===== config.mk =====
export PLATFORM = sky130hd
export DESIGN_NAME = ucode_ctrl_core
export DESIGN_NICKNAME = d
export VERILOG_FILES = /design/src/rtl/ucode_pkg.sv /design/src/rtl/ucode_rom.sv /design/src/rtl/ucode_seq.sv /design/src/rtl/ucode_datapath.sv /design/src/rtl/ucode_ctrl_core.sv
export SDC_FILE = /design/constraint.sdc
export NUM_CORES = 2
export LEC_CHECK = 0
export CAP_MARGIN = 40
export CORE_MARGIN = 2
export CORE_UTILIZATION = 30
export CTS_CLUSTER_SIZE = 28
export DETAILED_ROUTE_END_ITERATION = 16
export PLACE_DENSITY_LB_ADDON = 0.08
export REMOVE_ABC_BUFFERS = 1
export SLEW_MARGIN = 20
export SYNTH_ARGS = -nofsm -noshare
export SYNTH_HDL_FRONTEND = slang
export SYNTH_SLANG_ARGS = --single-unit

===== constraint.sdc =====
create_clock -name clk -period 6.9 [get_ports clk]
set_input_delay 1.725 -clock clk [delete_from_list [all_inputs] [get_ports clk]]
set_output_delay 1.725 -clock clk [all_outputs]
set_load 0.005 [all_outputs]

===== src/rtl/ucode_pkg.sv =====
package ucode_pkg;

    localparam int XLEN_DEF  = 32;
    localparam int REG_IDX_W = 5;
    localparam int NREGS     = 1 << REG_IDX_W;
    localparam int UADDR_W   = 4;

    localparam logic [5:0] OP_RTYPE = 6'h00;
    localparam logic [5:0] OP_BEQ   = 6'h04;
    localparam logic [5:0] OP_LW    = 6'h23;
    localparam logic [5:0] OP_SW    = 6'h2B;
    localparam logic [5:0] FN_ADD   = 6'h20;
    localparam logic [5:0] FN_SUB   = 6'h22;

    typedef enum logic [UADDR_W-1:0] {
        UA_FETCH, UA_DECODE, UA_BEQ,
        UA_LW_ADDR, UA_LW_READ, UA_LW_WB,
        UA_SW_ADDR, UA_SW_WRITE,
        UA_ADD_EXE, UA_ADD_WB,
        UA_SUB_EXE, UA_SUB_WB,
        UA_NOP
    } uaddr_e;

    typedef enum logic       {SA_PC, SA_A} src_a_e;
    typedef enum logic [1:0] {SB_B, SB_FOUR, SB_IMM, SB_OFF} src_b_e;
    typedef enum logic       {FN_PLUS, FN_MINUS} alu_fun_e;
    typedef enum logic [1:0] {PS_HOLD, PS_ALU, PS_ALUOUT} pc_src_e;
    typedef enum logic [1:0] {NX_SEQ, NX_DISPATCH, NX_FETCH} next_e;

    typedef struct packed {
        src_a_e   src_a;
        src_b_e   src_b;
        alu_fun_e alu_fun;
        logic     reg_we;
        logic     dst_rd;
        logic     wb_mdr;
        logic     mem_rd;
        logic     mem_wr;
        logic     ir_we;
        pc_src_e  pc_src;
        logic     cond;
    } dp_ctl_t;

endpackage


===== src/rtl/ucode_rom.sv =====
module ucode_rom
    import ucode_pkg::*;
(
    input  uaddr_e  upc,
    output dp_ctl_t ctl,
    output next_e   nxt
);

    always_comb begin
        ctl = '0;
        nxt = NX_SEQ;
        unique case (upc)
            UA_FETCH: begin
                ctl.ir_we  = 1'b1;
                ctl.src_b  = SB_FOUR;
                ctl.pc_src = PS_ALU;
            end
            UA_DECODE: begin
                ctl.src_b = SB_OFF;
                nxt       = NX_DISPATCH;
            end
            UA_BEQ: begin
                ctl.src_a   = SA_A;
                ctl.alu_fun = FN_MINUS;
                ctl.pc_src  = PS_ALUOUT;
                ctl.cond    = 1'b1;
                nxt         = NX_FETCH;
            end
            UA_LW_ADDR, UA_SW_ADDR: begin
                ctl.src_a = SA_A;
                ctl.src_b = SB_IMM;
            end
            UA_LW_READ: ctl.mem_rd = 1'b1;
            UA_LW_WB: begin
                ctl.reg_we = 1'b1;
                ctl.wb_mdr = 1'b1;
                nxt        = NX_FETCH;
            end
            UA_SW_WRITE: begin
                ctl.mem_wr = 1'b1;
                nxt        = NX_FETCH;
            end
            UA_ADD_EXE: ctl.src_a = SA_A;
            UA_SUB_EXE: begin
                ctl.src_a   = SA_A;
                ctl.alu_fun = FN_MINUS;
            end
            UA_ADD_WB, UA_SUB_WB: begin
                ctl.reg_we = 1'b1;
                ctl.dst_rd = 1'b1;
                nxt        = NX_FETCH;
            end
            UA_NOP: nxt = NX_FETCH;
            default: nxt = NX_FETCH;
        endcase
    end

endmodule


===== src/rtl/ucode_seq.sv =====
module ucode_seq
    import ucode_pkg::*;
(
    input  logic        clk,
    input  logic        rst_n,
    input  next_e       nxt,
    input  logic [5:0]  opcode,
    input  logic [5:0]  funct,
    output uaddr_e      upc,
    output logic        done
);

    uaddr_e upc_nxt;
    uaddr_e disp;

    always_comb begin
        unique case (opcode)
            OP_BEQ: disp = UA_BEQ;
            OP_LW:  disp = UA_LW_ADDR;
            OP_SW:  disp = UA_SW_ADDR;
            OP_RTYPE: begin
                if (funct == FN_ADD)      disp = UA_ADD_EXE;
                else if (funct == FN_SUB) disp = UA_SUB_EXE;
                else                      disp = UA_NOP;
            end
            default: disp = UA_NOP;
        endcase
    end

    always_ff @(posedge clk or negedge rst_n) begin
        if (!rst_n) upc <= UA_FETCH;
        else        upc <= upc_nxt;
    end

    always_comb begin
        done = 1'b0;
        unique case (nxt)
            NX_SEQ:      upc_nxt = uaddr_e'(4'(upc + 4'd1));
            NX_DISPATCH: upc_nxt = disp;
            NX_FETCH: begin
                upc_nxt = UA_FETCH;
                done    = 1'b1;
            end
            default:     upc_nxt = UA_FETCH;
        endcase
    end

endmodule


===== src/rtl/ucode_datapath.sv =====
module ucode_datapath
    import ucode_pkg::*;
#(
    parameter int XLEN = XLEN_DEF
) (
    input  logic            clk,
    input  logic            rst_n,
    input  dp_ctl_t         ctl,
    input  logic [31:0]     imem_rdata,
    input  logic [XLEN-1:0] dmem_rdata,
    output logic [31:0]     ir,
    output logic [XLEN-1:0] pc,
    output logic [XLEN-1:0] aluout,
    output logic [XLEN-1:0] b_q
);

    logic [XLEN-1:0] rf [NREGS];
    logic [XLEN-1:0] a_q, mdr, alu_a, alu_b, alu_y, sext, wb_data;
    logic [REG_IDX_W-1:0] rs, rt, rd, dst;
    logic zero, pc_en;

    assign rs   = ir[25:21];
    assign rt   = ir[20:16];
    assign rd   = ir[15:11];
    assign sext = {{(XLEN-16){ir[15]}}, ir[15:0]};

    always_comb begin
        alu_a = (ctl.src_a == SA_A) ? a_q : pc;
        unique case (ctl.src_b)
            SB_B:    alu_b = b_q;
            SB_FOUR: alu_b = XLEN'(4);
            SB_IMM:  alu_b = sext;
            SB_OFF:  alu_b = sext << 2;
            default: alu_b = b_q;
        endcase
        alu_y = (ctl.alu_fun == FN_MINUS) ? alu_a - alu_b : alu_a + alu_b;
        zero  = (alu_y == '0);
        pc_en = (ctl.pc_src != PS_HOLD) && (!ctl.cond || zero);
        dst     = ctl.dst_rd ? rd : rt;
        wb_data = ctl.wb_mdr ? mdr : aluout;
    end

    always_ff @(posedge clk or negedge rst_n) begin
        if (!rst_n) begin
            ir     <= '0;
            pc     <= '0;
            a_q    <= '0;
            b_q    <= '0;
            aluout <= '0;
            mdr    <= '0;
        end else begin
            if (ctl.ir_we) ir <= imem_rdata;
            a_q    <= (rs == '0) ? '0 : rf[rs];
            b_q    <= (rt == '0) ? '0 : rf[rt];
            aluout <= alu_y;
            if (ctl.mem_rd) mdr <= dmem_rdata;
            if (pc_en) pc <= (ctl.pc_src == PS_ALUOUT) ? aluout : alu_y;
        end
    end

    always_ff @(posedge clk or negedge rst_n) begin
        if (!rst_n) begin
            for (int i = 0; i < NREGS; i++) rf[i] <= '0;
        end else if (ctl.reg_we && dst != '0) begin
            rf[dst] <= wb_data;
        end
    end

endmodule


===== src/rtl/ucode_ctrl_core.sv =====
module ucode_ctrl_core
    import ucode_pkg::*;
#(
    parameter int XLEN = XLEN_DEF
) (
    input  logic            clk,
    input  logic            rst_n,
    output logic [XLEN-1:0] imem_addr,
    input  logic [31:0]     imem_rdata,
    output logic [XLEN-1:0] dmem_addr,
    output logic [XLEN-1:0] dmem_wdata,
    input  logic [XLEN-1:0] dmem_rdata,
    output logic            dmem_re,
    output logic            dmem_we,
    output logic            instr_done
);

    uaddr_e      upc;
    dp_ctl_t     ctl;
    next_e       nxt;
    logic [31:0] ir;

    ucode_rom rom_i (
        .upc (upc),
        .ctl (ctl),
        .nxt (nxt)
    );

    ucode_seq seq_i (
        .clk    (clk),
        .rst_n  (rst_n),
        .nxt    (nxt),
        .opcode (ir[31:26]),
        .funct  (ir[5:0]),
        .upc    (upc),
        .done   (instr_done)
    );

    ucode_datapath #(.XLEN(XLEN)) dp_i (
        .clk        (clk),
        .rst_n      (rst_n),
        .ctl        (ctl),
        .imem_rdata (imem_rdata),
        .dmem_rdata (dmem_rdata),
        .ir         (ir),
        .pc         (imem_addr),
        .aluout     (dmem_addr),
        .b_q        (dmem_wdata)
    );

    assign dmem_re = ctl.mem_rd;
    assign dmem_we = ctl.mem_wr;

endmodule


Yosys cells after proc, flatten, opt, wreduce, memory -nomap -nowiden
Index checks and enable logic that the tools add are counted.
{"block": "word_totals", "ff_bits": 1220, "latchBits": 0, "mem_bits_rw": 0, "rom_bits": 0, "output_inout_bits": 99, "n_memories": 0}
{"block": "classes", "n_addsub": 3, "multipliers": 0, "div_mod_pow": 0, "order_cmp": 4, "eq_ne": 22, "shifts": 0, "muxes": 34, "bitwise": 3, "n_reduce_logical": 20}
{"op": "1024-bit bitwise mux", "count": 1}
{"op": "32-bit two-way mux", "count": 11}
{"op": "32-bit binary-select mux with 5-bit select", "count": 2}
{"op": "32-bit demux with 5-bit select", "count": 1}
{"op": "32-bit one-hot mux with 4 select lines", "count": 1}
{"op": "32-bit adder", "count": 1}
{"op": "32-bit logical NOT", "count": 1}
{"op": "32-bit subtractor", "count": 1}
{"op": "6-bit equality test (second input constant)", "count": 4}
{"op": "6-bit >= comparator (second input constant)", "count": 3}
{"op": "5-bit inverter with 6-bit output", "count": 3}
{"op": "4-bit by 3-bit equality test with 1-bit output (second input constant)", "count": 4}
{"op": "4-bit equality test (second input constant)", "count": 4}
{"op": "4-bit one-hot mux with 4 select lines", "count": 1}
{"op": "5-bit logical NOT", "count": 2}
{"op": "1-bit two-way mux", "count": 10}
{"op": "2-bit equality test (second input constant)", "count": 4}
{"op": "4-bit by 2-bit equality test with 1-bit output (second input constant)", "count": 2}
{"op": "2-bit one-hot mux with 2 select lines", "count": 2}
{"op": "4-bit one-hot mux with 2 select lines", "count": 1}
{"op": "6-bit by 3-bit equality test with 1-bit output (second input constant)", "count": 1}
{"op": "6-bit logical NOT", "count": 1}
{"op": "6-bit by 1-bit < comparator with 1-bit output (second input constant)", "count": 1}
{"op": "2-bit one-hot mux with 3 select lines", "count": 1}
{"op": "17 further kinds", "count": 23}

Longest topological paths before layout
{"block": "depth", "depth_word": 10, "depth_mapped": 32, "ltp_nobuf": 26}

Modules after synthesis
Synthesis repeated with hierarchy kept, for this count alone.
{"block": "hier_totals", "cells_unflattened": 5515, "area_unflattened_um2": 62642.6}
{"module": "ucode_datapath", "n_inst": 1, "cells_each": 5457, "area_each_um2": 62138.3, "seq_area_each_um2": 30429.2}
{"module": "ucode_seq", "n_inst": 1, "cells_each": 31, "area_each_um2": 302.8, "seq_area_each_um2": 100.1}
{"module": "ucode_rom", "n_inst": 1, "cells_each": 27, "area_each_um2": 201.4, "seq_area_each_um2": 0.0}

Worst setup path after synthesis
OpenSTA, ideal clock, no wires.
{"block": "synth_path", "kind": "flip-flop to flip-flop", "from": "register seq_i.upc[0]", "to": "register dp_i.pc[11]", "t_arrival_ns": 6.461, "required_ns": 6.775, "path_slack_ns": 0.314, "stages_incl_launch_ff": 32, "n_path_buf": 6, "path_cell_list": "dfrtp_1 > ha_1 > buf_2 > nor4_1 > or3_1 > buf_2 > buf_2 > buf_1 > clkbuf_1 > a22oi_1 > ha_1 > nor2b_1 > nand2_1 > and4bb_2 > o21ai_0 > o21ai_0 > nand2_1 > o21ai_0 > a222oi_1 > ha_1 > nand2_1 > or3_1 > a2bb2oi_1 > mux2_2 > a31oi_1 > a2111oi_0 > nand4_1 > nor4_1 > nand4b_4 > o21ai_4 > buf_6 > mux2_4"}
{"block": "synth_between", "elab_chain_len": 10, "word_cells_on_any_way": 31, "cone_classes": "2 x add/sub; 10 x eq/ne; 9 x mux; 10 x reduce/logical"}
{"element": "start, declared", "line_no": "ucode_seq.sv:9", "text": "output uaddr_e upc,"}
{"element": "start signal, assigned", "line_no": "ucode_seq.sv:32", "text": "else upc <= upc_nxt;"}
{"element": "4-bit by 2-bit equality test with 1-bit output or 4-bit by 3-bit equality test with 1-bit output (tied branches)", "line_no": "ucode_rom.sv:12", "text": "unique case (upc)"}
{"element": "2-bit OR reduction"}
{"element": "2-bit one-hot mux with 3 select lines", "line_no": "ucode_rom.sv:12"}
{"element": "2-bit equality test, or another cell as far along", "line_no": "ucode_datapath.sv:29", "text": "unique case (ctl.src_b)"}
{"element": "32-bit one-hot mux with 4 select lines", "line_no": "ucode_datapath.sv:29"}
{"element": "32-bit adder or 32-bit subtractor (tied branches)", "line_no": "ucode_datapath.sv:36", "text": "alu_y = (ctl.alu_fun == FN_MINUS) ? alu_a - alu_b : alu_a + alu_b;"}
{"element": "32-bit two-way mux", "line_no": "ucode_datapath.sv:36"}
{"element": "32-bit logical NOT", "line_no": "ucode_datapath.sv:37", "text": "zero = (alu_y == '0);"}
{"element": "1-bit logical OR", "line_no": "ucode_datapath.sv:38", "text": "pc_en = (ctl.pc_src != PS_HOLD) && (!ctl.cond || zero);"}
{"element": "1-bit logical AND", "line_no": "ucode_datapath.sv:38"}
{"element": "end signal, assigned", "line_no": "ucode_datapath.sv:57", "text": "if (pc_en) pc <= (ctl.pc_src == PS_ALUOUT) ? aluout : alu_y;"}
{"element": "end, declared", "line_no": "ucode_datapath.sv:12", "text": "output logic [XLEN-1:0] pc,"}
Several ways; a longest one is shown, not always the timed one.
A chain may end at the register's enable or synchronous reset.

Worst setup path after layout
{"block": "layout_path", "from": "register seq_i.upc[0]", "to": "register dp_i.pc[25]"}
Same word-level chain as after synthesis.

==> impl_metrics.env <==
export IMPL_drive_gt1_share_pct=22.8
export IMPL_cp_endpoint="dp_i.pc[25]"
export IMPL_ys_seq_area_share_pct=48.6
export IMPL_hold_viol=0
export IMPL_max_stage_delay_ns=0.43
export IMPL_netlist_area_leader_share_pct=48.6
export IMPL_placed_area_mm2=0.0689
export IMPL_slew_headroom_pct=24.6
export IMPL_gr_total_overflow=0
export IMPL_final_cell_mix="dfrtp_1, nand2_1, o21ai_0, nor2_1, mux4_2"
export IMPL_netlist_area_mm2=0.0629
export IMPL_ios=165
export IMPL_reg2regPathDepth=30
export IMPL_fp_dieH_um=462
export IMPL_rrSetupSlack_ns=0.33
export IMPL_grt_max_degree=169
export IMPL_cts_sinks=1220
export IMPL_min_period_ns=6.57
export IMPL_setup_viol=0
export IMPL_drt_initial_drc_count=4103
export IMPL_grt_pass1_vias=46000
export IMPL_arrival_ns=7.26
export IMPL_synth_async_sr_flop_share_pct=100
export IMPL_irDropWorstVdd_uv=453
export IMPL_numCtsBuffers=155
export IMPL_criticalPathCategory="reg -> reg"
export IMPL_critical_path_most_common_cell="buf_4"
export IMPL_fin_area_mm2=0.0746
export IMPL_nets=5739
export IMPL_cts_clk_slew_worst_paths_ns=0.06
export IMPL_port_buffers=164
export IMPL_dieWidth_um=462
export IMPL_grt_pass1_wl_um=369000
export IMPL_cts_tree="done"
export IMPL_drc=0
export IMPL_finalCoreUtilization_pct=35.7
export IMPL_power_mw=43.6
export IMPL_ys_top_cells_by_area="dfrtp_1, mux4_2, o21ai_0"
export IMPL_grtUsageTotal_pct=24.4
export IMPL_syn_to_final_growth_pct=18.7
export IMPL_crit_path_start="seq_i.upc[0]"
export IMPL_required_ns=7.59
export IMPL_antenna_found_initial=10
export IMPL_path_max_fanout=10
export IMPL_synth_edf_count=0
export IMPL_critPathSlowestCell="dfrtp_1"
export IMPL_p_per_area_mw_per_mm2=584
export IMPL_drv_cap=0
export IMPL_ys_seq_elements=1220
export IMPL_end_kind="flop"
export IMPL_ctsHoldBuffers=0
export IMPL_dpl_hpwl_um=163000
export IMPL_fin_skew_ns=0.0365
export IMPL_vias_per_cell=5.39
export IMPL_fp_dieArea_mm2=0.213
export IMPL_hold_class="reg -> reg"
export IMPL_yosysWarnings=0
export IMPL_coreArea_mm2=0.209
export IMPL_wirelength_um=259000
export IMPL_insertion_delay_ns=0.82
export IMPL_num_vias=46100
export IMPL_htree_levels=4
export IMPL_ant_nets=0
export IMPL_initial_core_util_pct=30.1
export IMPL_clockRootBuffer="clkbuf_16"
export IMPL_min_period_over_period_pct=95.2
export IMPL_drt_pass1_iterations=5
export IMPL_startpoint_type="flop"
export IMPL_reg2reg_to="dp_i.pc[25]"
export IMPL_tightest_slew_ns=1.13
export IMPL_synth_distinct_cells=79
export IMPL_setup_tns_final_ns=0
export IMPL_final_common_cell="dfrtp_1"
export IMPL_synthesis_instances=5604
export IMPL_regToRegStartpoint="seq_i.upc[0]"
export IMPL_row_count=168
export IMPL_slew_viol_final=0
export IMPL_p_leak_nw=31.4
export IMPL_yosysTopAreaCell="dfrtp_1"
export IMPL_wl_per_cell_um=30.3
export IMPL_fmax_ghz=0.152
export IMPL_status="completed"
export IMPL_gp_congestion=0.899
export IMPL_syn_area_per_cell_um2=11.2
export IMPL_clock_path_buffers=3
export IMPL_ys_flop_type="dfrtp_1"
-- kinds of logic after synthesis --
kind of cell | after synthesis | share of synthesized area (%)
compound gates | 1375 | 12.1
buf+inv | 583 | 3.55
fa+ha+maj | 38 | 0.768
xor+xnor | 44 | 0.637
mux | 852 | 24.9
flops | 1220 | 48.6
simple gates | 1492 | 9.52
-- report_power, final --
group	internal (mW)	total [mW]	switching (mW)
clock network	4.92	8.35	3.43
registers	9.75	12.5	2.72
logic	10.0	22.8	12.8
total	24.7	43.6	18.9
-- routing by layer --
layer | share of wire [%] | vias to the layer above | track usage [%]
met4 | 2.8 | 0 | 6.54
li1 | - | 20400 | -
met5 | 0 | - | 0
met1 | 46 | 24100 | 35.5
met2 | 46 | 1204 | 38.5
met3 | 4.3 | 342 | 3.06
-- worst max-delay path, delay by kind of cell, from the launching register on --
kind	cells	cell delay, ns
adders and majority gates	2	0.56
buffers and inverters	6	1.02
muxes	2	0.53
and+or+nand+nor	11	2.38
AOI/OAI and AO/OA	9	1.55
DFF	1	0.43
-- layout make-up --
class                   count  area, µm²
clock buffers             226       4600
clock inverters            44        554
flip-flops and latches   1220      30600
fillers                 20800     134000
well taps                2805       3510
diodes                      3       7.51
repair buffers            421       4390
inverters                  36        135
multi-input cells        3801      30900
-- synth_stat cells, types with 9 or more instances --
cell      count
nor2_1      559
xor2_1       18
ha_1         37
dfrtp_1    1220
mux2_4       26
inv_1        36
o221ai_1     27
nor3_1       37
clkbuf_1    463
nor3b_1       9
or3_1         9
a21o_1       12
a211oi_1     19
a221o_1      12
a221oi_1     27
nand3_1      24
a21oi_1     508
mux2i_1     172
and2_1       11
buf_1        72
mux4_2      546
o22ai_1      33
a211o_1      16
nand2b_1     14
xnor2_1      24
a31oi_1      12
mux2_2      106
o21a_1        9
o21ai_0     632
o31ai_1       9
nor4_1       10
nand2_1     785
-- worst min path at each step --
stage                    end  slack, ns           from  cells past startpoint
2_1_floorplan  dp_i.rf[1005]       0.37  dp_i.rf[1005]                      0
3_3_place_gp   dp_i.rf[1005]       0.38  dp_i.rf[1005]                      0
3_5_place_dp   dp_i.rf[1023]       0.38  dp_i.rf[1023]                      0
4_1_cts        dp_i.rf[1023]       0.40  dp_i.rf[1023]                      0
5_1_grt        dp_i.rf[1023]       0.41  dp_i.rf[1023]                      0
6_report       dp_i.rf[1011]       0.40  dp_i.rf[1011]                      0
-- through the flow --
| stage | hold slack, ns | cells | setup WS, ns |
|---|---|---|---|
| after global placement | 0.378 | 8225 | -0.0872 |
| after global routing | 0.406 | 8553 | -0.0237 |
| final | 0.396 | 8556 | 0.333 |
| after detailed placement | 0.385 | 8251 | 0.00496 |
| after CTS | 0.397 | 8521 | 0.00716 |
| after floorplan | 0.365 | 5057 | -8.97 |
-- state kept, by name, summed over array words and instances (netlist names) --
signal and cells:
dp_i.ir 32, dp_i.b_q 32, dp_i.mdr 32, dp_i.aluout 32
seq_i.upc 4, dp_i.rf 1024, dp_i.pc 32, dp_i.a_q 32
-- timing repair --
| action | in CTS | in global routing |
|---|---|---|
| setup endpoints to repair | 25 | 32 |
| gates resized for setup | 1 | 51 |
| setup buffers | 0 | 24 |
| hold endpoints to repair | 0 | 0 |
| pin swaps | 0 | 21 |
| cloned | 0 | 2 |
Note: power is estimated with default switching activity, not from simulation.
